**src/rtl/pp_pkg.sv**
```systemverilog
`timescale 1ns/1ps
package pp_pkg;
    // Port a captured sample is steered to in dual-port mode
    typedef enum logic {
        SLOT_A = 1'b0,
        SLOT_B = 1'b1
    } slot_e;
endpackage

```
**src/rtl/pp_sync_detect.sv**
```systemverilog
`timescale 1ns/1ps
module pp_sync_detect (
    input  logic clk,
    input  logic rst_n,
    input  logic sync_i,
    output logic fall_o
);
    logic seen_q;

    always_ff @(posedge clk or negedge rst_n) begin
        if (!rst_n) seen_q <= 1'b0;
        else        seen_q <= sync_i;
    end

    // high at the edge where sync is low after being high one edge before
    assign fall_o = seen_q & ~sync_i;
endmodule

```
**src/rtl/pp_phase_fsm.sv**
```systemverilog
`timescale 1ns/1ps
module pp_phase_fsm
    import pp_pkg::*;
#(
    parameter bit PHASE_INIT = 1'b0
) (
    input  logic  clk,
    input  logic  rst_n,
    input  logic  dual_i,
    input  logic  fall_i,
    output slot_e tag_o,
    output logic  kill_o
);
    localparam slot_e RESET_SLOT = PHASE_INIT ? SLOT_B : SLOT_A;

    slot_e state_q, state_d;

    always_ff @(posedge clk or negedge rst_n) begin
        if (!rst_n) state_q <= RESET_SLOT;
        else        state_q <= state_d;
    end

    always_comb begin
        state_d = state_q;
        tag_o   = SLOT_A;
        kill_o  = 1'b0;
        unique case (state_q)
            SLOT_A: begin
                // plain toggle; an agreeing sync lands here too
                tag_o   = SLOT_A;
                state_d = SLOT_B;
            end
            SLOT_B: begin
                if (fall_i) begin
                    // conflicting sync: realign onto port A
                    tag_o   = SLOT_A;
                    kill_o  = dual_i;
                    state_d = SLOT_B;
                end else begin
                    tag_o   = SLOT_B;
                    state_d = SLOT_A;
                end
            end
        endcase
    end
endmodule

```
**src/rtl/pp_pipe.sv**
```systemverilog
`timescale 1ns/1ps
module pp_pipe
    import pp_pkg::*;
#(
    parameter int W         = 8,
    parameter int DEPTH     = 5,
    parameter int SHORT_TAP = 3
) (
    input  logic         clk,
    input  logic         rst_n,
    input  logic         single_i,
    input  logic [W-1:0] d_i,
    input  slot_e        tag_i,
    input  logic         kill_i,
    output logic [W-1:0] d_o,
    output slot_e        tag_o,
    output logic         ok_o
);
    localparam int LONG_TAP = DEPTH - 1;

    for (genvar g = 0; g < DEPTH; g++) begin : g_stage
        logic [W-1:0] d_q;
        slot_e        t_q;
        logic         ok_q;

        if (g == 0) begin : g_head
            always_ff @(posedge clk or negedge rst_n) begin
                if (!rst_n) begin
                    d_q  <= '0;
                    t_q  <= SLOT_A;
                    ok_q <= 1'b0;
                end else begin
                    d_q  <= d_i;
                    t_q  <= tag_i;
                    ok_q <= 1'b1;
                end
            end
        end else begin : g_body
            // stages 1 and 2 receive the two samples a conflicting sync spoils
            localparam bit SPOIL = (g == 1) || (g == 2);
            always_ff @(posedge clk or negedge rst_n) begin
                if (!rst_n) begin
                    d_q  <= '0;
                    t_q  <= SLOT_A;
                    ok_q <= 1'b0;
                end else begin
                    d_q  <= g_stage[g-1].d_q;
                    t_q  <= g_stage[g-1].t_q;
                    ok_q <= g_stage[g-1].ok_q & ~(kill_i & SPOIL);
                end
            end
        end
    end

    assign d_o   = single_i ? g_stage[SHORT_TAP].d_q  : g_stage[LONG_TAP].d_q;
    assign tag_o = single_i ? g_stage[SHORT_TAP].t_q  : g_stage[LONG_TAP].t_q;
    assign ok_o  = single_i ? g_stage[SHORT_TAP].ok_q : g_stage[LONG_TAP].ok_q;
endmodule

```
**src/rtl/pp_port_out.sv**
```systemverilog
`timescale 1ns/1ps
module pp_port_out
    import pp_pkg::*;
#(
    parameter int W = 8
) (
    input  logic         clk,
    input  logic         rst_n,
    input  logic         single_i,
    input  logic [W-1:0] d_i,
    input  slot_e        tag_i,
    input  logic         ok_i,
    output logic [W-1:0] a_data,
    output logic         a_vld,
    output logic [W-1:0] b_data,
    output logic         b_vld
);
    always_ff @(posedge clk or negedge rst_n) begin
        if (!rst_n) begin
            a_data <= '0;
            a_vld  <= 1'b0;
            b_data <= '0;
            b_vld  <= 1'b0;
        end else if (single_i || tag_i == SLOT_A) begin
            a_data <= d_i;
            a_vld  <= ok_i;
            b_vld  <= 1'b0;
        end else begin
            b_data <= d_i;
            b_vld  <= ok_i;
            a_vld  <= 1'b0;
        end
    end
endmodule

```
**src/rtl/pingpong_demux.sv**
```systemverilog
`timescale 1ns/1ps
module pingpong_demux
    import pp_pkg::*;
#(
    parameter int W          = 8,
    parameter int LAT_SINGLE = 4,
    parameter int LAT_DUAL   = 5,
    parameter bit PHASE_INIT = 1'b0
) (
    input  logic         clk,
    input  logic         rst_n,
    input  logic         single_mode,
    input  logic         sync_in,
    input  logic [W-1:0] smp_in,
    output logic [W-1:0] a_data,
    output logic         a_vld,
    output logic [W-1:0] b_data,
    output logic         b_vld
);
    localparam int DEPTH     = LAT_DUAL;
    localparam int SHORT_TAP = LAT_SINGLE - 1;

    logic         fall;
    logic         kill;
    slot_e        cap_tag;
    logic [W-1:0] tap_d;
    slot_e        tap_tag;
    logic         tap_ok;

    pp_sync_detect u_sync (
        .clk    (clk),
        .rst_n  (rst_n),
        .sync_i (sync_in),
        .fall_o (fall)
    );

    pp_phase_fsm #(.PHASE_INIT(PHASE_INIT)) u_phase (
        .clk    (clk),
        .rst_n  (rst_n),
        .dual_i (~single_mode),
        .fall_i (fall),
        .tag_o  (cap_tag),
        .kill_o (kill)
    );

    pp_pipe #(.W(W), .DEPTH(DEPTH), .SHORT_TAP(SHORT_TAP)) u_pipe (
        .clk      (clk),
        .rst_n    (rst_n),
        .single_i (single_mode),
        .d_i      (smp_in),
        .tag_i    (cap_tag),
        .kill_i   (kill),
        .d_o      (tap_d),
        .tag_o    (tap_tag),
        .ok_o     (tap_ok)
    );

    pp_port_out #(.W(W)) u_out (
        .clk      (clk),
        .rst_n    (rst_n),
        .single_i (single_mode),
        .d_i      (tap_d),
        .tag_i    (tap_tag),
        .ok_i     (tap_ok),
        .a_data   (a_data),
        .a_vld    (a_vld),
        .b_data   (b_data),
        .b_vld    (b_vld)
    );
endmodule

```
**config.mk**
```make
export PLATFORM = sky130hd
export DESIGN_NAME = pingpong_demux
export DESIGN_NICKNAME = d
export VERILOG_FILES = /design/src/rtl/pp_pkg.sv /design/src/rtl/pp_sync_detect.sv /design/src/rtl/pp_phase_fsm.sv /design/src/rtl/pp_pipe.sv /design/src/rtl/pp_port_out.sv /design/src/rtl/pingpong_demux.sv
export SDC_FILE = /design/constraint.sdc
export NUM_CORES = 1
export LEC_CHECK = 0
export BUFFER_PORTS_ARGS = -buffer_cell sky130_fd_sc_hd__buf_2
export CAP_MARGIN = 0
export CORE_UTILIZATION = 59
export DETAILED_ROUTE_END_ITERATION = 16
export GPL_ROUTABILITY_DRIVEN = 0
export PLACE_DENSITY_LB_ADDON = 0.12
export SKIP_LAST_GASP = 1
export SYNTH_ARGS = -nofsm -noshare
export SYNTH_HDL_FRONTEND = slang
export SYNTH_SLANG_ARGS = --single-unit
```
**constraint.sdc**
```tcl
create_clock -name clk -period 1.7 [get_ports clk]
set_input_delay 0.51 -clock clk [delete_from_list [all_inputs] [get_ports clk]]
set_output_delay 0.51 -clock clk [all_outputs]
set_load 0.01 [all_outputs]
```
# Word-level counts from Yosys, hierarchy flattened
# Index checks and enable logic that the tools add are counted.
# totals
regBits,70
output_inout_bits,18
word_cells,41
# classes
muxes,11
bitwise_logic,8
n_reduce_logical,1
# ops
operator,n
$mux 1,8
$mux 8,1
$not 1->1,5
$pmux 1 s2,2
$and 1x1->1,3
$logic_or 1x1->1,1

# Longest topological paths before layout
# Gate-level depths: netlist of the first run.
# logic_depth
word_depth,6
depth_mapped,4

# Hierarchy
# Synthesis of the first run repeated with hierarchy kept, for this count alone.
# hier_totals
hier_cells,111
hier_area_um2,2233.4
# by_module_without_submodules
mod,instances,cells_each,area_each_um2,seq_area_each_um2
pp_pipe,1,64,1428.9,1251.2
pp_port_out,1,40,714.4,450.4
pp_phase_fsm,1,4,47.5,25.0
pp_sync_detect,1,2,38.8,25.0
pingpong_demux,1,1,3.8,0.0

# Worst setup path before layout of the first run
# No wires, ideal clock.
# synth_path
path_kind,register to register
from,register u_pipe.g_stage[4].t_q
to,register u_out.b_data[0]
setup_ns,0.125
t_arrival_ns,1.045
path_slack_ns,0.530
stages_incl_launch_ff,5
path_buffers,2
path_cell_list,dfrtp_1 > buf_6 > nor2b_4 > buf_6 > mux2_4
# synth_between
elab_chain_len,3
# synth_lines
item,line_no,rtl
"start, declared",pp_pipe.sv:23,slot_e t_q;
"start signal, assigned",pp_pipe.sv:48,t_q <= g_stage[g-1].t_q;
$mux 1,pp_pipe.sv:56,assign tag_o = single_i ? g_stage[SHORT_TAP].t_q : g_stage[LONG_TAP].t_q;
$not 1->1,pp_port_out.sv:24,end else if (single_i || tag_i == SLOT_A) begin
$logic_or 1x1->1,pp_port_out.sv:24,
"end signal, assigned",pp_port_out.sv:29,b_data <= d_i;
"end, declared",pp_port_out.sv:15,"output logic [W-1:0] b_data,"
# Every way passes these cells.
# A chain may end at the register's enable or synchronous reset.

# Worst setup path after layout of the first run
# layout_path
from,register u_out.a_data[6]
to,output port a_data[6]
# layout_lines
item,line_no,rtl
"start, declared",pp_port_out.sv:13,"output logic [W-1:0] a_data,"
"start signal, assigned",pp_port_out.sv:25,a_data <= d_i;
"end, declared",pingpong_demux.sv:15,"output logic [W-1:0] a_data,"
# No word-level cell between the ends.

==> results.txt, run 1 <==
clk_lat worst skew: 0.37 ns
synthesized area: 0.00213 sq mm
status: finished clean
Top Family by Delay on Critical Path: flip-flops
synth unique cells: 15
H-tree depth: 3
CP bufs+invs: 1
Final period util: 83.7%
first-pass GRT wire length: 4.92 mm
core box area: 0.00339 sq mm
XOR/XNOR Fraction of Synth Area: 0%
Synth Area in Simple Gates: 4.46%
Hold-fix buffers, CTS: 0
worst min path class: in -> async
unrepaired setup endpoints after global routing: no
Die H: 62.1 um
most frequent cells in the layout: dfrtp_1, buf_2, nand2_1, clkbuf_4
vias in the first global route: 1065
CP arrival: 0.91 ns
setup TNS: 0 ns
starting density of the core: 62.9%
# port buffers: 29
kind of critical path: reg -> out
gate count of the mapped netlist: 117
full die area: 0.00386 sq mm
post-synth net total: 129
Synth top area share: 82.2%
routed length per instance: 13.4 um
Die X: 62.1 um
# Max-Cap Violations: 0
# rows: 21
Seq cells post-synth: 70
Mean Syn Cell Area: 18.2 sq um
max-slew violation count: 0
CP Max Fanout: 2
post-synthesis mux area share: 9.39%
initial antenna violation count: 0
vias after detailed routing: 1000
Root Buffer Master: clkbuf_4
DPL Wire Length: 1.80 mm
Adder-Cell Fraction of Synth Area: 0%
VDD IR-drop max: 0.000685 V
largest family of logic cells by synthesized area: multiplexers
post-CTS sizing: 0
Fin Hold WS: 0.146 ns
Final Hold Fails: 0
YS warnings: 0
setup violators final: 0
largest net degree at the start of global routing: 71
drt drc: 0
worst stage delay on the critical path: 0.40 ns
CTS buffer count: 9
WL final: 2.76 mm
Leak: 1.19 nW
top post-synthesis cells by area: dfrtp_1, mux2_4, mux2i_1
Final #Nets: 168
Worst setup EP type: output port
CTS max path bufs: 2
I/O pin total: 30
area grow syn2layout: 14.8%
Slowest-stage cell, CP: dfrtp_1
first drt pass iteration count: 4
post-synth top area cell: dfrtp_1
layout cells sized above 1: 33.8%
grt ovf: 0
Final Critical Period: 1.42 ns
commonest non-fill, non-tap cell in the layout: dfrtp_1
clock-pin transition on the worst setup and hold timing paths: 0.10 ns
Req. time, crit path: 1.19 ns
worst path cell trace: buf_2
sequential area share after synthesis: 82.2%
Via density: 4.85
post-synthesis compound-gate area fraction: 2.29%
post-CTS setup repair buffer count: 0
Clock Skew: 0.00562 ns
Final ANT Viol Nets: 0
Starting DRT DRC Count: 57
Inserted Diodes: 0
crit start category: register
TritonCTS clock tree: built
gr usage total: 18.0%
Fmax: 703 MHz
clk sinks: 70
P per Cell Area: 1240 mW/mm^2
==> routing by layer <==
| layer | vias to the layer above | wire [um] | global-route usage [%] |
|---|---|---|---|
| met3 | 8 | 146 | 5.88 |
| li1 | 460 | - | - |
| met1 | 496 | 1200 | 22.0 |
| met4 | 0 | 72 | 12.5 |
| met5 | - | 0 | 0 |
| met2 | 36 | 1340 | 27.2 |
==> cells in the mapped netlist <==
library cell,n
dfrtp_1,70
mux2_4,8
nor2b_1,2
nor2b_4,1
o21ai_0,8
nor2_1,1
buf_6,2
buf_2,2
nand2_1,9
mux2i_1,8
nand2b_1,1
conb_1,1
a22o_1,1
and4bb_2,1
and2_1,2
==> registers in the layout, summed over array words and instances (netlist names) <==
register	count
u_sync.seen_q	1
u_out.a_data	8
u_out.b_vld	1
u_pipe.g_stage.d_q	40
u_phase.state_q	1
u_out.a_vld	1
u_pipe.g_stage.t_q	5
u_out.b_data	8
u_pipe.g_stage.ok_q	5
==> final cells by class <==
| class | count | area (sq um) |
|---|---|---|
| Multi-Input combinational cell | 43 | 348 |
| Clock buffer | 14 | 106 |
| Timing Repair Buffer | 32 | 180 |
| Fill cell | 233 | 941 |
| Sequential cell | 70 | 1750 |
| Clock inverter | 1 | 5.00 |
| Tap cell | 46 | 57.6 |
==> final timing paths <==
check,to,cells after the start,start,slack (ns)
worst max-delay path,a_data[6],1,u_out.a_data[6]$_DFFE_PN0P_,0.28
worst min-delay path,u_pipe.g_stage[4].ok_q$_DFF_PN0_,2,rst_n,0.15
worst max register to register,u_out.b_data[1]$_DFFE_PN0N_,2,u_pipe.g_stage[4].t_q$_DFF_PN0_,0.56
worst min register to register,u_pipe.g_stage[3].ok_q$_DFF_PN0_,0,u_pipe.g_stage[2].ok_q$_DFF_PN0_,0.35
max in group asynchronous,u_pipe.g_stage[2].d_q[6]$_DFF_PN0_,2,rst_n,1.27
min in group clk,u_pipe.g_stage[0].d_q[2]$_DFF_PN0_,1,smp_in[2],0.24
==> cell families after synthesis <==
group | after synthesis
compound gates | 9
buf+inv | 4
flops | 70
mux | 16
other cells | 1
simple gates | 17
==> where the power goes <==
| group | internal (mW) | switching, mW | total (mW) |
|---|---|---|---|
| sequential | 1.80 | 0.0622 | 1.87 |
| clock | 0.375 | 0.483 | 0.858 |
| combinational | 0.157 | 0.146 | 0.303 |
| total | 2.34 | 0.691 | 3.03 |
==> stage by stage <==
step | util (%) | total power, mW | setup WS, ns | cells | instance area, sq um
6_report | 72.2 | 3.03 | 0.277 | 206 | 2450
2_1_floorplan | - | 2.06 | 0.530 | 117 | 2130
3_3_place_gp | 69.0 | 2.19 | 0.321 | 191 | 2340
3_5_place_dp | 69.0 | 2.21 | 0.293 | 191 | 2340
5_1_grt | 72.2 | 3.19 | 0.207 | 206 | 2450
4_1_cts | 72.2 | 3.07 | 0.238 | 206 | 2450
(Power assumes the default switching activity.)
==> run 2, diff against run 1 <==
Settings changed: CORE_UTILIZATION 59 to 49.
Clock period 1.7 ns to 1.2 ns, I/O delays scaled along.
==> results.txt, run 2 (same netlist as run 1, synthesis figures left out) <==
full die area: 0.00462 sq mm (+20%)
setup ws final: -0.0155 ns (-0.293 ns)
area grow syn2layout: 25.0%
Worst setup EP type: output port
Layout Utilization: 65.2% (-7.0 points)
M3 GR Usage: 6.00% (+0.12 points)
Final #Nets: 182 (+8.3%)
Root Buffer Master: clkbuf_8
# rows: 23 (+9.5%)
Die X: 68.0 um (+9.4%)
clk sinks: 70 (unchanged)
final instance area: 0.00267 sq mm (+8.8%)
layout cells sized above 1: 38.9% (+5.1 points)
I/O pin total: 30 (unchanged)
Largest regs: u_pipe.g_stage.d_q x40, u_out.a_data x8, u_out.b_data x8
Slowest-stage cell, CP: dfrtp_1
# port buffers: 29 (unchanged)
vias in the first global route: 1078 (+1.2%)
met1 Usage GRT: 16.1% (-5.9 points)
Via density: 4.67 (-3.9%)
GR Util met2: 23.7% (-3.5 points)
clk_lat worst skew: 0.33 ns (-0.04 ns)
switching power: 1.06 mW (+54%)
first-pass GRT wire length: 4.65 mm (-5.5%)
Leak: 1.30 nW (+9.0%)
worst path cell trace: buf_2
DPL Wire Length: 1.77 mm (-1.5%)
commonest non-fill, non-tap cell in the layout: dfrtp_1
Final Critical Period: 1.22 ns
Top Family by Delay on Critical Path: flip-flops
switching share of power: 21.7% (-1.1 points)
VDD IR-drop max: 0.000972 V (+42%)
gr usage total: 15.1% (-2.9 points)
Placed Instance Area: 0.00236 sq mm (+1.1%)
grt ovf: 0 (unchanged)
first drt pass iteration count: 4 (unchanged)
max-slew violation count: 0 (unchanged)
Logic pwr share: 12.0% (+2.0 points)
Clock Power Share: 34.0% (+5.7 points)
kind of critical path: reg -> out
clock-pin transition on the worst setup and hold timing paths: 0.07 ns (-0.03 ns)
core box area: 0.00409 sq mm (+21%)
initial antenna violation count: 0 (unchanged)
TritonCTS clock tree: built
setup TNS: -0.0376 ns (-0.0376 ns)
WL final: 2.78 mm (+0.83%)
CP arrival: 0.86 ns (-0.05 ns)
routed length per instance: 12.4 um (-7.7%)
unrepaired setup endpoints after global routing: yes
largest net degree at the start of global routing: 71 (unchanged)
CTS buffer count: 9 (unchanged)
setup violators final: 8 (+8)
crit start category: register
drt drc: 0 (unchanged)
CP Max Fanout: 2 (unchanged)
CP bufs+invs: 1 (unchanged)
Internal Pwr Total: 3.84 mW (+64%)
P per Cell Area: 1840 mW/mm^2 (+49%)
worst min path class: in -> async
Final Power: 4.90 mW (+62%)
most crowded layer after global routing: met2
Hold-fix buffers, CTS: 0 (unchanged)
failing checks: setup timing
most frequent cells in the layout: dfrtp_1, buf_2, buf_4
Final ANT Viol Nets: 0 (unchanged)
worst stage delay on the critical path: 0.39 ns (about the same)
max reg flops: 40 (unchanged)
Clock Skew: 0.00585 ns (+0.000233 ns)
# Max-Cap Violations: 0 (unchanged)
Die H: 68.0 um (+9.4%)
H-tree depth: 3 (unchanged)
Fmax: 823 MHz
Fin Hold WS: 0.0373 ns (-0.109 ns)
most flop-heavy register: u_pipe.g_stage.d_q
starting density of the core: 52.2% (-11 points)
Final Hold Fails: 0 (unchanged)
vias after detailed routing: 1050 (+5.0%)
Req. time, crit path: 0.84 ns (-0.35 ns)
CTS max path bufs: 2 (unchanged)
status: complete, but fails checks
Reg power frac: 54.0% (-7.6 points)
Final period util: 101%
Inserted Diodes: 0 (unchanged)
Starting DRT DRC Count: 76 (+33%)
run 2: what timing repair did:
item                                    in CTS  in global routing
setup buffers                               10                  3
endpoints found under the setup margin      16                 18
gates resized for setup                      0                  4
run 2: area by class of cell:
cell class,count,area [sq um]
sequential,70,1750
fill,292,1420
multi-input combinational,43,348
timing repair buffer,46,323
clock buffer,16,180
tap,50,62.6
run 2: power by group through the flow:
| stage | Clock, mW | Combinational [mW] | Sequential [mW] |
|---|---|---|---|
| after floorplan | 0 | 0.203 | 2.72 |
| after global placement | 0 | 0.435 | 2.68 |
| after detailed placement | 0 | 0.450 | 2.69 |
| after CTS | 1.73 | 0.549 | 2.64 |
| after global routing | 1.85 | 0.651 | 2.67 |
| final | 1.67 | 0.588 | 2.65 |
run 2: worst paths after layout:
| kind | start | end | slack (ns) | depth (start not counted) |
|---|---|---|---|---|
| min in group clk | smp_in[1] | u_pipe.g_stage[0].d_q[1]$_DFF_PN0_ | 0.14 | 1 |
| worst min-delay path | rst_n | u_out.a_vld$_DFF_PN0_ | 0.04 | 2 |
| worst max-delay path | u_out.a_data[3]$_DFFE_PN0P_ | a_data[3] | -0.02 | 1 |
| max in group asynchronous | rst_n | u_pipe.g_stage[3].d_q[5]$_DFF_PN0_ | 0.89 | 2 |
| worst min register to register | u_pipe.g_stage[2].d_q[4]$_DFF_PN0_ | u_pipe.g_stage[3].d_q[4]$_DFF_PN0_ | 0.34 | 0 |
| worst max register to register | u_pipe.g_stage[4].t_q$_DFF_PN0_ | u_out.b_data[4]$_DFFE_PN0N_ | 0.15 | 3 |
run 2: per-layer routing:
metal  wire length, um  vias up
met1              1200      525
met4                36        0
li1                  -      488
met2              1390       31
met3               159        6
met5                 0        -
run 2: metrics by stage:
stage / cells / setup WS (ns)
finish: 225 / -0.0155
global route: 225 / -0.0575
CTS: 222 / -0.0271
detailed placement: 196 / 0.0204
global placement: 196 / 0.0440
floorplan: 117 / 0.0296
==> run 3, diff against run 2 <==
--- a/config.mk
+++ b/config.mk
@@ -8,4 +8,5 @@
 export BUFFER_PORTS_ARGS = -buffer_cell sky130_fd_sc_hd__buf_2
 export CAP_MARGIN = 0
+export CORE_ASPECT_RATIO = 0.9
 export CORE_UTILIZATION = 49
 export DETAILED_ROUTE_END_ITERATION = 16
==> constraint.sdc (replaced) <==
create_clock -name clk -period 1.2 [get_ports clk]
set_input_delay 0.06 -clock clk [delete_from_list [all_inputs] [get_ports clk]]
set_output_delay 0.06 -clock clk [all_outputs]
set_load 0.01 [all_outputs]
==> results.txt, run 3 (same netlist as run 1, synthesis figures left out) <==
status: finished clean
# Max-Cap Violations: 0 (unchanged)
most flop-heavy register: u_pipe.g_stage.d_q
commonest non-fill, non-tap cell in the layout: dfrtp_1
CP Max Fanout: 9 (+7)
switching power: 1.02 mW (-4.3%)
most frequent cells in the layout: dfrtp_1, buf_2, clkbuf_8
Layout Utilization: 63.3% (-1.9 points)
setup violators final: 0 (-8)
Worst setup EP type: register
P per Cell Area: 1800 mW/mm^2 (-1.9%)
first drt pass iteration count: 4 (unchanged)
Final #Nets: 178 (-2.2%)
H-tree depth: 3 (unchanged)
crit start category: register
WL final: 2.70 mm (-3.1%)
first-pass GRT wire length: 5.00 mm (+7.4%)
Final Critical Period: 1.13 ns (-0.0814 ns)
Final ANT Viol Nets: 0 (unchanged)
Root Buffer Master: clkbuf_8
CP arrival: 1.34 ns (+0.48 ns)
unrepaired setup endpoints after global routing: no
# port buffers: 29 (unchanged)
drt drc: 0 (unchanged)
vias after detailed routing: 1016 (-3.2%)
Clock Power Share: 34.5% (+0.5 points)
Starting DRT DRC Count: 75 (-1.3%)
Die H: 64.6 um (-5.0%)
Via density: 4.68 (+0.33%)
DPL Wire Length: 1.68 mm (-5.0%)
CTS max path bufs: 2 (unchanged)
routed length per instance: 12.4 um (+0.48%)
area grow syn2layout: 22.6%
gr usage total: 15.0% (-0.026 points)
VDD IR-drop max: 0.000970 V (-0.21%)
layout cells sized above 1: 32.5% (-6.3 points)
initial antenna violation count: 0 (unchanged)
TritonCTS clock tree: built
largest net degree at the start of global routing: 71 (unchanged)
worst min path class: in -> reg
clk sinks: 70 (unchanged)
DP Cell Count: 193 (-1.5%)
Final period util: 94.5% (-6.8 points)
Final Hold Fails: 0 (unchanged)
I/O pin total: 30 (unchanged)
Inserted Diodes: 0 (unchanged)
clock-pin transition on the worst setup and hold timing paths: 0.06 ns (about the same)
clk_lat worst skew: 0.32 ns (about the same)
Logic pwr share: 9.5% (-2.5 points)
Clock Skew: 0.00304 ns (-0.00281 ns)
max-slew violation count: 0 (unchanged)
core box area: 0.00413 sq mm (+1.0%)
setup TNS: 0 ns (+0.0376 ns)
max reg flops: 40 (unchanged)
# rows: 22 (-4.3%)
vias in the first global route: 1158 (+7.4%)
Leak: 1.26 nW (-2.9%)
Die X: 71.5 um (+5.3%)
Req. time, crit path: 1.41 ns (+0.57 ns)
Internal Pwr Total: 3.70 mW (-3.7%)
Reg power frac: 56.0% (+2.0 points)
full die area: 0.00462 sq mm (about the same)
grt ovf: 0 (unchanged)
CTS buffer count: 9 (unchanged)
switching share of power: 21.6% (-0.12 points)
kind of critical path: reg -> reg
Largest regs: u_pipe.g_stage.d_q x40, u_out.a_data x8, u_out.b_data x8
Fmax: 882 MHz (+7.2%)
final cell count without fillers: 217 (-3.6%)
starting density of the core: 51.6% (-0.54 points)
[run 3: cell types whose count changed in the layout (fill, tap and decap cells not counted), sizes merged]
cell	before	now
buf	46	32
clkbuf	16	13
clkinv	0	1
dlygate4sd3	0	10
[run 3: layout make-up]
cell class / instances / area, sq um
clock buffer: 13 / 169
clock inverter: 1 / 5.00
fill: 320 / 1520
multi-input combinational: 43 / 348
sequential: 70 / 1750
tap: 48 / 60.1
timing repair buffer: 42 / 280
[run 3: stage by stage]
step | setup WS, ns | hold WS (ns) | power, mW | instance area (sq um)
2_1_floorplan | 0.0296 | -0.236 | 2.92 | 2130
3_3_place_gp | 0.0969 | 0.0957 | 3.10 | 2340
3_5_place_dp | 0.0677 | 0.107 | 3.12 | 2340
4_1_cts | 0.0588 | 0.0312 | 4.80 | 2610
5_1_grt | 0.00454 | 0.0474 | 4.97 | 2610
6_report | 0.0659 | 0.0376 | 4.72 | 2610
[run 3: routing by layer]
metal	vias up	global-route usage, %	share of wire [%]
li1	474	-	-
met3	7	4.35	4.4
met5	-	0	0
met2	28	24.2	49
met4	0	11.0	2.8
met1	507	17.3	44
[run 3: worst max-delay path, stage by stage, from the launching register on]
cell     delay, ns
dfrtp_1       0.34
nor2b_4       0.34
mux2_4        0.33
[run 3: final timing paths]
kind	startpoint	endpoint	slack, ns	cells past startpoint
worst max register to register	u_pipe.g_stage[4].t_q$_DFF_PN0_	u_out.b_data[2]$_DFFE_PN0N_	0.07	2
min in group asynchronous	rst_n	u_out.b_vld$_DFF_PN0_	0.28	3
worst min-delay path	single_mode	u_out.a_data[1]$_DFFE_PN0P_	0.04	2
worst max-delay path	u_pipe.g_stage[4].t_q$_DFF_PN0_	u_out.b_data[2]$_DFFE_PN0N_	0.07	2
max in group asynchronous	rst_n	u_pipe.g_stage[0].d_q[3]$_DFF_PN0_	0.65	3
worst min register to register	u_pipe.g_stage[1].t_q$_DFF_PN0_	u_pipe.g_stage[2].t_q$_DFF_PN0_	0.35	0
[run 3: repair_timing]
item	4_1_cts	5_1_grt
gates resized for setup	0	0
setup buffers	0	0
hold buffers	10	0
hold endpoints to repair	79	0
[run 3: power by group through the flow]
stage	logic (mW)	registers, mW	clock network (mW)
5_1_grt	0.497	2.67	1.81
2_1_floorplan	0.203	2.72	0
4_1_cts	0.457	2.65	1.70
6_report	0.448	2.64	1.63
3_5_place_dp	0.432	2.69	0
3_3_place_gp	0.423	2.68	0
